<file path="src/rtl/sreg_driver_pkg.sv">
package sreg_driver_pkg;
  localparam int DEF_N_DRAIN = 16;
  localparam int DEF_N_DIAG  = 8;
endpackage

</file>
<file path="src/rtl/sreg_chain.sv">
module sreg_chain #(
  parameter int W = 24
) (
  input  logic         clk,
  input  logic         rst,
  input  logic         clr_n,
  input  logic         shift_en,
  input  logic         din,
  output logic [W-1:0] q,
  output logic         dout
);
  always_ff @(posedge clk) begin
    if (rst || !clr_n) q <= '0;
    else if (shift_en) q <= {q[W-2:0], din};
  end
  assign dout = q[W-1];
endmodule

</file>
<file path="src/rtl/mode_resolve.sv">
module mode_resolve #(
  parameter int N_DRAIN = 16,
  parameter int N_DIAG  = 8
) (
  input  logic [N_DRAIN-1:0] drain_req,
  input  logic [N_DIAG-1:0]  diag_req,
  output logic [N_DIAG-1:0]  diag_ok,
  output logic               conflict_any
);
  logic [N_DIAG-1:0] clash;
  for (genvar n = 0; n < N_DIAG; n++) begin : g_pair
    assign clash[n]   = diag_req[n] & drain_req[n+1];
    assign diag_ok[n] = diag_req[n] & ~drain_req[n+1];
  end
  assign conflict_any = |clash;
endmodule

</file>
<file path="src/rtl/err_latch.sv">
module err_latch (
  input  logic clk,
  input  logic rst,
  input  logic clr_n,
  input  logic set,
  input  logic rd_clr,
  output logic flag
);
  always_ff @(posedge clk) begin
    if (rst || !clr_n) flag <= 1'b0;
    else if (set)      flag <= 1'b1;
    else if (rd_clr)   flag <= 1'b0;
  end
endmodule

</file>
<file path="src/rtl/sreg_driver_top.sv">
module sreg_driver_top
  import sreg_driver_pkg::*;
#(
  parameter int N_DRAIN = DEF_N_DRAIN,
  parameter int N_DIAG  = DEF_N_DIAG
) (
  input  logic               clk,
  input  logic               rst,
  input  logic               clr_n,
  input  logic               sdi,
  input  logic               shift_stb,
  input  logic               latch_stb,
  input  logic               oe,
  input  logic               err_rd_clr,
  output logic               sdo,
  output logic [N_DRAIN-1:0] drain_on,
  output logic [N_DIAG-1:0]  diag_mode,
  output logic               cmd_err
);
  localparam int W = N_DRAIN + N_DIAG;

  logic [W-1:0]      chain_q;
  logic [W-1:0]      store_q;
  logic              blank_q;
  logic [N_DIAG-1:0] diag_ok;
  logic [N_DIAG-1:0] diag_ok_in;
  logic              unused_conf;
  logic              conf_in;
  logic              do_latch;

  assign do_latch = latch_stb & clr_n;

  sreg_chain #(.W(W)) u_chain (
    .clk(clk), .rst(rst), .clr_n(clr_n), .shift_en(shift_stb),
    .din(sdi), .q(chain_q), .dout(sdo)
  );

  // resolution of the incoming word, used to set the error at latch time
  mode_resolve #(.N_DRAIN(N_DRAIN), .N_DIAG(N_DIAG)) u_res_in (
    .drain_req(chain_q[N_DRAIN-1:0]), .diag_req(chain_q[W-1:N_DRAIN]),
    .diag_ok(diag_ok_in), .conflict_any(conf_in)
  );

  // resolution of the stored word, drives the outputs
  mode_resolve #(.N_DRAIN(N_DRAIN), .N_DIAG(N_DIAG)) u_res_st (
    .drain_req(store_q[N_DRAIN-1:0]), .diag_req(store_q[W-1:N_DRAIN]),
    .diag_ok(diag_ok), .conflict_any(unused_conf)
  );

  err_latch u_err (
    .clk(clk), .rst(rst), .clr_n(clr_n), .set(do_latch & conf_in),
    .rd_clr(err_rd_clr), .flag(cmd_err)
  );

  always_ff @(posedge clk) begin
    if (rst) begin
      store_q <= '0;
      blank_q <= 1'b0;
    end else if (!clr_n) begin
      blank_q <= 1'b1;
    end else if (do_latch) begin
      store_q <= chain_q;
      blank_q <= 1'b0;
    end
  end

  always_ff @(posedge clk) begin
    if (rst || !clr_n || blank_q) begin
      drain_on  <= '0;
      diag_mode <= '0;
    end else begin
      drain_on  <= oe ? store_q[N_DRAIN-1:0] : '0;
      diag_mode <= diag_ok;
    end
  end
endmodule

</file>
<file path="config.mk">
export PLATFORM = sky130hd
export DESIGN_NAME = sreg_driver_top
export DESIGN_NICKNAME = d
export VERILOG_FILES = /design/src/rtl/sreg_driver_pkg.sv /design/src/rtl/sreg_chain.sv /design/src/rtl/mode_resolve.sv /design/src/rtl/err_latch.sv /design/src/rtl/sreg_driver_top.sv
export SDC_FILE = /design/constraint.sdc
export NUM_CORES = 1
export LEC_CHECK = 0
export BUFFER_PORTS_ARGS = -buffer_cell sky130_fd_sc_hd__buf_2
export CAP_MARGIN = 20
export CORE_UTILIZATION = 55
export CTS_CLUSTER_DIAMETER = 120
export CTS_CLUSTER_SIZE = 30
export DETAILED_ROUTE_END_ITERATION = 7
export PLACE_DENSITY = 0.75
export SETUP_SLACK_MARGIN = 0.15
export SYNTH_ARGS = -nofsm -noshare
export SYNTH_HDL_FRONTEND = slang
export SYNTH_HIERARCHICAL = 1
export SYNTH_SLANG_ARGS = --single-unit
</file>
<file path="constraint.sdc">
create_clock -name clk -period 1.8 [get_ports clk]
set_clock_uncertainty 0.15 [all_clocks]
set_input_delay 0.54 -clock clk [delete_from_list [all_inputs] [get_ports clk]]
set_output_delay 0.54 -clock clk [all_outputs]
set_load 0.02 [all_outputs]
</file>
---- After elaboration in Yosys (flattened, before gate mapping) ----
Cells that the tools add are included.
storage, ports and cells
  register bits after elaboration ......... 74
  word-level logic and storage cells ...... 45
  output and inout port bits .............. 26
  input bits .............................. 8
operators by class
  mux-type cells .......................... 4
  reduce and logical (&&, ||, !) cells .... 7
  equal/unequal tests ..................... 1
  bitwise logic cells ..................... 27
operator list
  operator                                                                  number
  1-bit AND                                                                 18
  1-bit inverter                                                            9
  8-bit OR reduction                                                        1
  1-bit 2-to-1 mux                                                          4
  1-bit logical OR                                                          2
  2-bit by 1-bit inequality test with 1-bit output (second input constant)  1
  2-bit AND reduction                                                       1
  2-bit nonzero test                                                        1
  2-bit OR reduction                                                        1
  1-bit logical NOT                                                         1

---- Depth between registers and ports, before layout ----
Gate-level depths: netlist of the first run.
  depth in word-level cells ............... 4
  depth in mapped cells ................... 5
  depth with buffers taken out ............ 4

---- By module ----
The synthesis of the first run kept the hierarchy.
by module, submodules not included
  module           cells an instance  instances  area an instance (um^2)  seq. area each (um^2)
  sreg_driver_top  166                1          1719.1                   980.9
  sreg_chain       80                 1          903.4                    480.5
  mode_resolve     13                 2          91.3                     0.0
  err_latch        4                  1          40.0                     20.0

---- Worst setup path after synthesis of the first run ----
OpenSTA, ideal clock, no wires.
  path kind ............................... input-to-reg
  start ................................... input port rst
  end ..................................... register drain_on[10]
  path buffers ............................ 2
  arrival ................................. 1.258 ns
  path slack .............................. 0.277 ns
  stages on the path ...................... 4
  required time ........................... 1.535 ns
  setup time .............................. 0.115 ns
  cells stage by stage .................... buf_2 > and4bb_2 > buf_4 > and2_1
between the ends
  word-level cells in the longest chain between the ends .. 3
RTL lines
  what                            RTL line               RTL
  start, declared                 sreg_driver_top.sv:8   input logic rst,
  1-bit logical OR (2 in series)  sreg_driver_top.sv:68  if (rst || !clr_n || blank_q) begin
  2-bit OR reduction (no line)    --
  end signal, assigned            sreg_driver_top.sv:72  drain_on <= oe ? store_q[N_DRAIN-1:0] : '0;
  end, declared                   sreg_driver_top.sv:16  output logic [N_DRAIN-1:0] drain_on,
Every way passes these cells.
A chain may end at the register's enable or synchronous reset.

---- Worst setup path in the final report of the first run ----
  start ................................... register u_chain.q[23]
  end ..................................... output port sdo
RTL lines
  what                    RTL line               RTL
  start, declared         sreg_chain.sv:9        output logic [W-1:0] q,
  start signal, assigned  sreg_chain.sv:14       else if (shift_en) q <= {q[W-2:0], din};
  end, declared           sreg_driver_top.sv:15  output logic sdo,
No word-level cell between the ends.

==> impl_metrics.sql, run 1 <==
INSERT INTO impl_metrics (metric_group, metric, value, unit) VALUES
('global_route', 'grt_first_pass_wirelength', '7520', 'um'),
('sta', 'final.min_clock_period', '1.63', 'ns'),
('detailed_routing', 'avgViaCountPerCell', '4.92', ''),
('synthesis', 'postSynthCellCount', '263', ''),
('sta', 'hold_viol_final', '0', ''),
('finish', 'multi_input_comb_area', '1120', 'sq um'),
('detailed_routing', 'detailedRoute.firstIterationViolations', '72', ''),
('clock_network', 'count_of_clock_tree_sinks', '74', ''),
('finish', 'final_cell_area', '3220', 'sq um'),
('global_route', 'initial_antenna_violation_count', '0', ''),
('setup_path', 'critPathArrivalTime', '0.94', 'ns'),
('finish', 'register_area', '1480', 'sq um'),
('floorplanning', 'io-pin-count', '34', ''),
('clock_network', 'cts_resized', '0', ''),
('finish', 'leading_cell_type_in_the_layout_fill_and_taps_excluded', 'dfxtp_1', ''),
('floorplanning', 'vertical_die_dimension', '72.8', 'um'),
('detailed_routing', 'post_drt_wl_per_cell', '12.6', 'um'),
('sta', 'grt_setup_unrepaired', 'no', ''),
('synthesis', 'ys.warnings.count', '6', ''),
('detailed_routing', 'route.detailed.drc', '0', ''),
('sta', 'transition_at_the_pin_with_the_smallest_max_transition_slack', '0.398', 'ns'),
('setup_path', 'critPathBufInv', '1', ''),
('hold_path', 'worstHoldPathType', 'input pin to register', ''),
('setup_path', 'worst_path_dominant_cell_family', 'flip-flops', ''),
('detailed_routing', 'routed_wl', '4590', 'um'),
('clock_network', 'postCtsSetupRepairBufs', '0', ''),
('global_route', 'grt_usage', '19.2', '%'),
('floorplanning', 'floorplan.initialDensity', '57.5', '%'),
('clock_network', 'cts.hold.buffers_added', '0', ''),
('run', 'drv.max_cap_violation_count', '0', ''),
('detailed_routing', 'antenna_violating_nets_left', '0', ''),
('sta', 'setup_total_negative_slack', '0', 'ns'),
('floorplanning', 'core_area', '4790', 'sq um'),
('floorplanning', 'full_die_area', '5290', 'sq um'),
('finish', 'syn2layout_area_growth', '17.0', '%'),
('placed_design', 'finalWeightedCongestion', '0.786', ''),
('floorplanning', 'chip_width', '72.8', 'um'),
('global_route', 'grt_start_max_net_pins', '37', ''),
('finish', 'finish.net_count', '301', ''),
('sta', 'max_transition_margin', '73.3', '%'),
('setup_path', 'reg2reg_slack', '0.46', 'ns'),
('placed_design', 'placement.cell_area', '2970', 'sq um'),
('clock_network', 'worst_skew_pair.late_latency', '0.34', 'ns'),
('clock_network', 'clockRootBuffer', 'clkbuf_8', ''),
('clock_network', 'htreeDepth', '3', ''),
('finish', 'insertedDiodeCount', '0', ''),
('finish', 'most-common-layout-cells', 'dfxtp_1 (74), buf_2 (33), a21oi_1 (25)', ''),
('setup_path', 'crit_start_category', 'register', ''),
('sta', 'highest_attainable_clock_frequency', '0.615', 'GHz'),
('clock_network', 'tritoncts', 'built', ''),
('synthesis', 'post_synth.cell_area_avg', '10.5', 'sq um'),
('sta', 'final_setup_violation_count', '0', ''),
('detailed_routing', 'routed-via-count', '1795', ''),
('global_route', 'grt_remaining_overflow', '0', ''),
('power', 'cellPowerDensity', '1030', 'nW/um^2'),
('global_route', 'vias_in_the_first_global_route', '1606', ''),
('synthesis', 'mappedNetlistNets', '271', ''),
('setup_path', 'crit_required', '1.11', 'ns'),
('clock_network', 'cts_made_buffers', '9', ''),
('clock_network', 'clk_path_buf_depth', '2', ''),
('placed_design', 'place_hpwl', '2970', 'um'),
('power', 'irDropWorstVdd', '492', 'uV'),
('setup_path', 'timing.critical_path.fanout_max', '4', ''),
('finish', 'post-route-util', '67.3', '%'),
('sta', 'timing.final.max_slew_violations', '0', ''),
('setup_path', 'timing.critical_path.to_type', 'output pin', ''),
('synthesis', 'mapped_cell_area', '2750', 'sq um'),
('clock_network', 'clk_pin_slew', '0.07', 'ns'),
('placed_design', 'placement.io_buffers', '33', ''),
('sta', 'final_min_period_over_clock_period', '90.4', '%'),
('floorplanning', 'std_cell_rows', '25', ''),
('finish', 'fillCellCount', '372', ''),
('finish', 'drive_gt1_share', '20.1', '%'),
('setup_path', 'critical_path.max_stage_delay', '0.40', 'ns'),
('setup_path', 'crit_slowest_cell', 'dfxtp_1', ''),
('detailed_routing', 'drt_first_pass_iters', '4', ''),
('setup_path', 'timing.setup.critical_path_class', 'register to output pin', ''),
('power', 'p_leak', '1.37', 'nW'),
('outcome', 'outcome', 'finished clean', ''),
('setup_path', 'crit_path_cell_trace', 'buf_2', '');
stage by stage:
step                      hold WS, ns  power (mW)  setup slack, ns  instances
after floorplan                 0.274        1.77            0.277        263
after global placement          0.288        1.80            0.227        349
after detailed placement        0.288        1.80            0.206        349
after CTS                       0.276        3.35            0.178        365
after global routing            0.287        3.43            0.154        365
final                           0.283        3.33            0.173        365
sequential cells by signal, summed over array words and instances, names as in the netlist:
signal and cells:
diag_mode 8, u_chain/q 24, blank_q 1, store_q 24
u_err/flag 1, drain_on 16
path summary, 6_finish.rpt:
kind	start	cells past startpoint	to
worst max-delay path	u_chain/q[23]	1	sdo
worst min-delay path	sdi	3	u_chain/q[0]
worst max register to register	u_chain/q[1]	4	u_err/flag
worst min register to register	store_q[15]	1	drain_on[15]
power breakdown:
group          internal [mW]  switching (mW)  total, mW
clock                  0.997           0.570       1.57
sequential              1.64         0.00223       1.64
combinational         0.0454          0.0741      0.119
total                   2.68           0.647       3.33
per-layer routing:
metal	vias to the layer above	part of all wire (%)	track usage (%)
met4	0	2.2	12.4
met5	-	0	0
met2	41	43	26.7
met3	9	3.4	4.14
met1	795	52	26.8
li1	950	-	-
final cells by class:
class                      count  area share (%)
inverter                       1           0.117
multi-input combinational    165            34.7
clock buffer                  12            4.82
clock inverter                 4            3.03
sequential                    74            46.0
tap                           67            2.60
timing repair buffer          42            8.78
Note: power is estimated with default switching activity, not from simulation.
==> run 2, diff against run 1 <==
- CELL_PAD_IN_SITES_DETAIL_PLACEMENT: default -> 2
- CELL_PAD_IN_SITES_GLOBAL_PLACEMENT: default -> 2
- CORE_UTILIZATION: 55 -> 36
- PLACE_DENSITY: 0.75 -> 0.76
==> run 2 against run 1 <==
Effect of this change:
- sequential cell count unchanged
- maximum frequency increased by 3.6%
- clock power decreased by 13%
- clock-buffer cell count increased by 1
- non-clock buffer count increased by 2
- routed wire length increased by 42%
- highest routed layer unchanged
- critical path type unchanged
- via count increased by 9.6%
- worst hold slack got worse by 0.00057 ns
- largest power group unchanged
- power decreased by 6.1%
- global-route usage decreased by 0.43 points
- register-to-register slack got worse by 0.07 ns
==> impl_metrics.sql, run 2 (synthesis gave the netlist of run 1 again) <==
INSERT INTO impl_metrics (metric_group, metric, value, unit) VALUES
('setup_path', 'timing.rr.start', 'u_chain/q[6]', ''),
('clock_network', 'postCtsSetupRepairBufs', '0', ''),
('finish', 'insertedDiodeCount', '0', ''),
('finish', 'top_regs', 'store_q x24, u_chain/q x24, drain_on x16', ''),
('setup_path', 'timing.critical_path.fanout_max', '4', ''),
('sta', 'setup_ws', '0.229', 'ns'),
('setup_path', 'timing.setup.critical_path_class', 'register to output pin', ''),
('finish', 'syn2layout_area_growth', '17.2', '%'),
('finish', 'leading_cell_type_in_the_layout_fill_and_taps_excluded', 'dfxtp_1', ''),
('finish', 'drive_gt1_share', '21.0', '%'),
('detailed_routing', 'detailedRoute.firstIterationViolations', '127', ''),
('outcome', 'outcome', 'finished clean', ''),
('finish', 'fillCellCount', '777', ''),
('setup_path', 'critPathBufInv', '1', ''),
('sta', 'highest_attainable_clock_frequency', '0.637', 'GHz'),
('finish', 'multi_input_comb_area', '1120', 'sq um'),
('floorplanning', 'chip_width', '89.5', 'um'),
('floorplanning', 'std_cell_rows', '31', ''),
('finish', 'register_area', '1480', 'sq um'),
('placed_design', 'placement.io_buffers', '33', ''),
('detailed_routing', 'drt_first_pass_iters', '4', ''),
('power', 'p_switching', '686', 'uW'),
('placed_design', 'place_hpwl', '4230', 'um'),
('floorplanning', 'core_area', '7330', 'sq um'),
('floorplanning', 'vertical_die_dimension', '89.5', 'um'),
('sta', 'setup_total_negative_slack', '0', 'ns'),
('sta', 'timing.final.max_slew_violations', '0', ''),
('global_route', 'grt_usage', '18.8', '%'),
('detailed_routing', 'avgViaCountPerCell', '4.93', ''),
('setup_path', 'path_depth', '1', ''),
('power', 'power_frac_clock', '43.5', '%'),
('power', 'p_leak', '1.36', 'nW'),
('global_route', 'initial_antenna_violation_count', '0', ''),
('clock_network', 'clk_path_buf_depth', '2', ''),
('setup_path', 'timing.reg2reg.worst_path_depth', '4', ''),
('detailed_routing', 'routed_wl', '6520', 'um'),
('sta', 'final_setup_violation_count', '0', ''),
('setup_path', 'crit_path_cell_trace', 'buf_2', ''),
('clock_network', 'count_of_clock_tree_sinks', '74', ''),
('setup_path', 'r2r_end', 'u_err/flag', ''),
('finish', 'most-common-layout-cells', 'dfxtp_1 (73), buf_2 (33), a21oi_1 (25)', ''),
('clock_network', 'clk_pin_slew', '0.08', 'ns'),
('sta', 'final.min_clock_period', '1.57', 'ns'),
('clock_network', 'htreeDepth', '3', ''),
('detailed_routing', 'route.detailed.drc', '0', ''),
('global_route', 'vias_in_the_first_global_route', '2051', ''),
('power', 'sw_frac_of_total', '21.9', '%'),
('hold_path', 'hold_path.startpoint', 'sdi', ''),
('power', 'p_seq_share', '52.5', '%'),
('floorplanning', 'full_die_area', '8000', 'sq um'),
('detailed_routing', 'post_drt_wl_per_cell', '16.3', 'um'),
('sta', 'final_min_period_over_clock_period', '87.3', '%'),
('placed_design', 'finalWeightedCongestion', '0.718', ''),
('clock_network', 'worst_skew_pair.late_latency', '0.35', 'ns'),
('run', 'drv.max_cap_violation_count', '0', ''),
('power', 'power_report.internal_total', '2.44', 'mW'),
('setup_path', 'worst_path_dominant_cell_family', 'flip-flops', ''),
('global_route', 'grt_start_max_net_pins', '28', ''),
('setup_path', 'critPathArrivalTime', '0.88', 'ns'),
('sta', 'transition_at_the_pin_with_the_smallest_max_transition_slack', '0.445', 'ns'),
('global_route', 'grt_first_pass_wirelength', '10900', 'um'),
('sta', 'max_transition_margin', '70.4', '%'),
('floorplanning', 'floorplan.initialDensity', '37.6', '%'),
('power', 'irDropWorstVdd', '366', 'uV'),
('sta', 'grt_setup_unrepaired', 'no', ''),
('detailed_routing', 'antenna_violating_nets_left', '0', ''),
('detailed_routing', 'routed-via-count', '1968', ''),
('floorplanning', 'io-pin-count', '34', ''),
('clock_network', 'tritoncts', 'built', ''),
('setup_path', 'reg2reg_slack', '0.39', 'ns'),
('hold_path', 'worstHoldPathType', 'input pin to register', ''),
('power', 'power_frac_comb', '4.0', '%'),
('global_route', 'grt_remaining_overflow', '0', ''),
('clock_network', 'clockRootBuffer', 'clkbuf_8', ''),
('finish', 'finish.net_count', '303', ''),
('setup_path', 'timing.critical_path.to_type', 'output pin', ''),
('setup_path', 'critical_path.max_stage_delay', '0.37', 'ns'),
('clock_network', 'cts.hold.buffers_added', '0', ''),
('setup_path', 'crit_slowest_cell', 'dfxtp_2', ''),
('hold_path', 'min_path_cells', '3', ''),
('setup_path', 'crit_start_category', 'register', ''),
('finish', 'post-route-util', '44.0', '%'),
('placed_design', 'place_worst_setup_slack', '0.113', 'ns'),
('sta', 'fin_worst_hold_slack', '0.282', 'ns'),
('power', 'cellPowerDensity', '968', 'nW/um^2'),
('setup_path', 'crit_required', '1.11', 'ns'),
('hold_path', 'worstHoldEndpoint', 'u_chain/q[0]', ''),
('clock_network', 'cts_made_buffers', '9', ''),
('sta', 'hold_viol_final', '0', '');
run 2: worst max path at each step:
stage | startpoint | slack, ns | end
global route | u_chain/q[23] | 0.17 | sdo
global placement | latch_stb | 0.18 | store_q[13]
finish | u_chain/q[23] | 0.23 | sdo
floorplan | rst | 0.28 | drain_on[10]
CTS | u_chain/q[23] | 0.21 | sdo
detailed placement | rst | 0.11 | diag_mode[6]
run 2: through the flow:
step           instances  instance area (sq um)  power, mW
2_1_floorplan        263                   2750       1.77
3_3_place_gp         383                   3010       1.80
3_5_place_dp         383                   3010       1.81
4_1_cts              399                   3230       3.17
5_1_grt              399                   3230       3.25
6_report             399                   3230       3.13
run 2: layout make-up:
class | count | area share [%]
timing repair buffer | 44 | 8.84
tap | 99 | 3.84
clock buffer | 13 | 5.23
inverter | 1 | 0.116
multi-input combinational | 165 | 34.6
clock inverter | 3 | 1.43
sequential | 74 | 45.9
run 2: power groups by stage:
stage | clock [mW] | combinational, mW | sequential (mW)
final | 1.36 | 0.125 | 1.64
after global routing | 1.47 | 0.136 | 1.64
after CTS | 1.40 | 0.127 | 1.64
after detailed placement | 0 | 0.126 | 1.68
after global placement | 0 | 0.123 | 1.68
after floorplan | 0 | 0.0931 | 1.68
run 2: layer usage:
layer / global-route usage (%) / part of all wire, %
met4: 7.22 / 1.6
met3: 5.26 / 3.3
met1: 23.8 / 48
met2: 30.3 / 47
met5: 0 / 0
run 2: timing repair:
action | CTS | global route
hold endpoints to repair | 0 | 0
endpoints found under the setup margin | 1 | 0
resized for setup | 1 | 0
==> run 3, diff against run 2 <==
- PLACE_DENSITY: 0.76 -> default
- PLACE_DENSITY_LB_ADDON: default -> 0.1
==> run 3 against run 2 <==
Effect of this change:
- core utilization shrank 0.67 points
- die area stayed put
- critical path type unchanged
- final cell count shrank 0.75%
==> impl_metrics.sql, run 3 (synthesis gave the netlist of run 1 again) <==
INSERT INTO impl_metrics (metric_group, metric, value, unit) VALUES
('setup_path', 'timing.critical_path.fanout_max', '4', ''),
('finish', 'drive_gt1_share', '20.5', '%'),
('hold_path', 'worstHoldEndpoint', 'u_chain/q[0]', ''),
('detailed_routing', 'avgViaCountPerCell', '4.79', ''),
('global_route', 'top_usage_layer', 'met2', ''),
('finish', 'fillCellCount', '798', ''),
('floorplanning', 'chip_width', '89.5', 'um'),
('placed_design', 'place_hpwl', '4140', 'um'),
('floorplanning', 'io-pin-count', '34', ''),
('floorplanning', 'floorplan.initialDensity', '37.6', '%'),
('detailed_routing', 'detailedRoute.firstIterationViolations', '73', ''),
('sta', 'transition_at_the_pin_with_the_smallest_max_transition_slack', '0.450', 'ns'),
('hold_path', 'worstHoldPathType', 'input pin to register', ''),
('setup_path', 'r2r_end', 'u_err/flag', ''),
('clock_network', 'worst_skew_pair.late_latency', '0.34', 'ns'),
('setup_path', 'reg2reg_slack', '0.44', 'ns'),
('global_route', 'grt_util_met2', '24.9', '%'),
('finish', 'insertedDiodeCount', '0', ''),
('setup_path', 'worst_path_dominant_cell_family', 'flip-flops', ''),
('power', 'p_switching', '678', 'uW'),
('clock_network', 'count_of_clock_tree_sinks', '74', ''),
('setup_path', 'timing.critical_path.to_type', 'output pin', ''),
('finish', 'leading_cell_type_in_the_layout_fill_and_taps_excluded', 'dfxtp_1', ''),
('global_route', 'grt_remaining_overflow', '0', ''),
('finish', 'finish.net_count', '301', ''),
('global_route', 'grt_first_pass_wirelength', '10100', 'um'),
('outcome', 'outcome', 'finished clean', ''),
('global_route', 'vias_in_the_first_global_route', '1943', ''),
('finish', 'most-common-layout-cells', 'dfxtp_1 (73), buf_2 (33), a21oi_1 (25)', ''),
('detailed_routing', 'post_drt_wl_per_cell', '15.1', 'um'),
('setup_path', 'critPathArrivalTime', '0.86', 'ns'),
('power', 'power_frac_comb', '4.3', '%'),
('clock_network', 'cts.hold.buffers_added', '0', ''),
('power', 'irDropWorstVdd', '373', 'uV'),
('clock_network', 'htreeDepth', '3', ''),
('finish', 'syn2layout_area_growth', '15.4', '%'),
('global_route', 'groute.layer.met1.usage', '24.3', '%'),
('clock_network', 'clk_path_buf_depth', '2', ''),
('sta', 'hold_viol_final', '0', ''),
('sta', 'final_min_period_over_clock_period', '85.9', '%'),
('setup_path', 'timing.rr.start', 'u_chain/q[4]', ''),
('setup_path', 'critPathBufInv', '1', ''),
('clock_network', 'cts_made_buffers', '9', ''),
('setup_path', 'crit_start_category', 'register', ''),
('setup_path', 'crit_required', '1.11', 'ns'),
('floorplanning', 'core_area', '7330', 'sq um'),
('floorplanning', 'vertical_die_dimension', '89.5', 'um'),
('floorplanning', 'full_die_area', '8000', 'sq um'),
('run', 'drv.max_cap_violation_count', '0', ''),
('sta', 'final_setup_violation_count', '0', ''),
('finish', 'top_regs', 'store_q x24, u_chain/q x24, drain_on x16', ''),
('power', 'sw_frac_of_total', '23.5', '%'),
('setup_path', 'crit_slowest_cell', 'dfxtp_2', ''),
('detailed_routing', 'route.detailed.drc', '0', ''),
('sta', 'final.min_clock_period', '1.55', 'ns'),
('setup_path', 'crit_path_cell_trace', 'buf_2', ''),
('placed_design', 'finalWeightedCongestion', '0.717', ''),
('power', 'p_leak', '1.34', 'nW'),
('sta', 'setup_total_negative_slack', '0', 'ns'),
('clock_network', 'clockRootBuffer', 'clkbuf_8', ''),
('global_route', 'gr_util_met3', '3.32', '%'),
('detailed_routing', 'antenna_violating_nets_left', '0', ''),
('global_route', 'grt_usage', '17.1', '%'),
('placed_design', 'dpl.cell_count', '381', ''),
('setup_path', 'timing.reg2reg.worst_path_depth', '4', ''),
('clock_network', 'tritoncts', 'built', ''),
('global_route', 'grt_start_max_net_pins', '26', ''),
('placed_design', 'placement.io_buffers', '33', ''),
('hold_path', 'min_path_cells', '3', ''),
('clock_network', 'clk_pin_slew', '0.08', 'ns'),
('power', 'cellPowerDensity', '908', 'nW/um^2'),
('finish', 'non_filler_instances', '396', ''),
('global_route', 'initial_antenna_violation_count', '0', ''),
('setup_path', 'critical_path.max_stage_delay', '0.36', 'ns'),
('sta', 'max_transition_margin', '69.9', '%'),
('sta', 'timing.final.max_slew_violations', '0', ''),
('sta', 'grt_setup_unrepaired', 'no', ''),
('power', 'power_frac_clock', '38.9', '%'),
('detailed_routing', 'routed_wl', '5980', 'um'),
('setup_path', 'timing.setup.critical_path_class', 'register to output pin', ''),
('sta', 'highest_attainable_clock_frequency', '0.646', 'GHz'),
('power', 'p_seq_share', '56.8', '%'),
('power', 'power_report.internal_total', '2.21', 'mW'),
('hold_path', 'hold_path.startpoint', 'sdi', ''),
('detailed_routing', 'drt_first_pass_iters', '4', ''),
('floorplanning', 'std_cell_rows', '31', ''),
('detailed_routing', 'routed-via-count', '1897', '');
-- run 3: cell count changes in the layout (fill, tap and decap cells not counted) --
cell       previous run  this run
clkbuf_8             12        10
clkbuf_1              1         0
buf_4                 8         5
bufinv_16             1         0
buf_12                3         4
clkinv_2              0         3
-- run 3: layout make-up --
| class | count | area (sq um) | area share [%] |
|---|---|---|---|
| sequential | 74 | 1480 | 46.6 |
| multi-input combinational | 165 | 1120 | 35.1 |
| timing repair buffer | 42 | 283 | 8.89 |
| clock buffer | 10 | 138 | 4.33 |
| tap | 99 | 124 | 3.90 |
| clock inverter | 5 | 31.3 | 0.984 |
| inverter | 1 | 3.75 | 0.118 |
-- run 3: what timing repair did --
action                     4_1_cts  5_1_grt
hold endpoints to repair         0        0
gates resized for setup          0        1
setup buffers                    0        0
setup endpoints to repair        0        1
-- run 3: worst max path at each step --
stage | from | slack (ns) | to | depth (start not counted)
global placement | rst | 0.17 | drain_on[9] | 3
global route | u_chain/q[23] | 0.21 | sdo | 1
finish | u_chain/q[23] | 0.25 | sdo | 1
CTS | u_chain/q[23] | 0.18 | sdo | 1
floorplan | rst | 0.28 | drain_on[10] | 4
detailed placement | clr_n | 0.14 | diag_mode[6] | 3
-- run 3: per-layer routing --
layer	wire length (um)	part of all wire (%)
met5	0	0
met4	99	1.7
met3	170	2.8
met2	2550	43
met1	3160	53
-- run 3: metrics by stage --
| stage | hold WS [ns] | worst slack, ns | area (sq um) | power (mW) | utilization, % |
|---|---|---|---|---|---|
| 6_report | 0.284 | 0.253 | 3180 | 2.89 | 43.4 |
| 5_1_grt | 0.291 | 0.212 | 3180 | 3.02 | 43.4 |
| 4_1_cts | 0.276 | 0.180 | 3180 | 2.93 | 43.4 |
| 3_5_place_dp | 0.297 | 0.142 | 3010 | 1.81 | 41.0 |
| 3_3_place_gp | 0.290 | 0.167 | 3010 | 1.80 | 41.0 |
| 2_1_floorplan | 0.274 | 0.277 | 2750 | 1.77 | - |
-- run 3: power groups by stage --
stage          registers [mW]  clock network (mW)  logic [mW]
2_1_floorplan            1.68                   0      0.0931
3_3_place_gp             1.68                   0       0.126
3_5_place_dp             1.68                   0       0.127
4_1_cts                  1.64                1.16       0.127
5_1_grt                  1.64                1.24       0.136
6_report                 1.64                1.12       0.125
-- run 3: worst reg2reg max path, cell delays in order (launching register included) --
cell and delay [ns]:
dfxtp_1 0.36, a22oi_1 0.22, nand4_1 0.11, and3_1 0.18
o211a_1 0.22
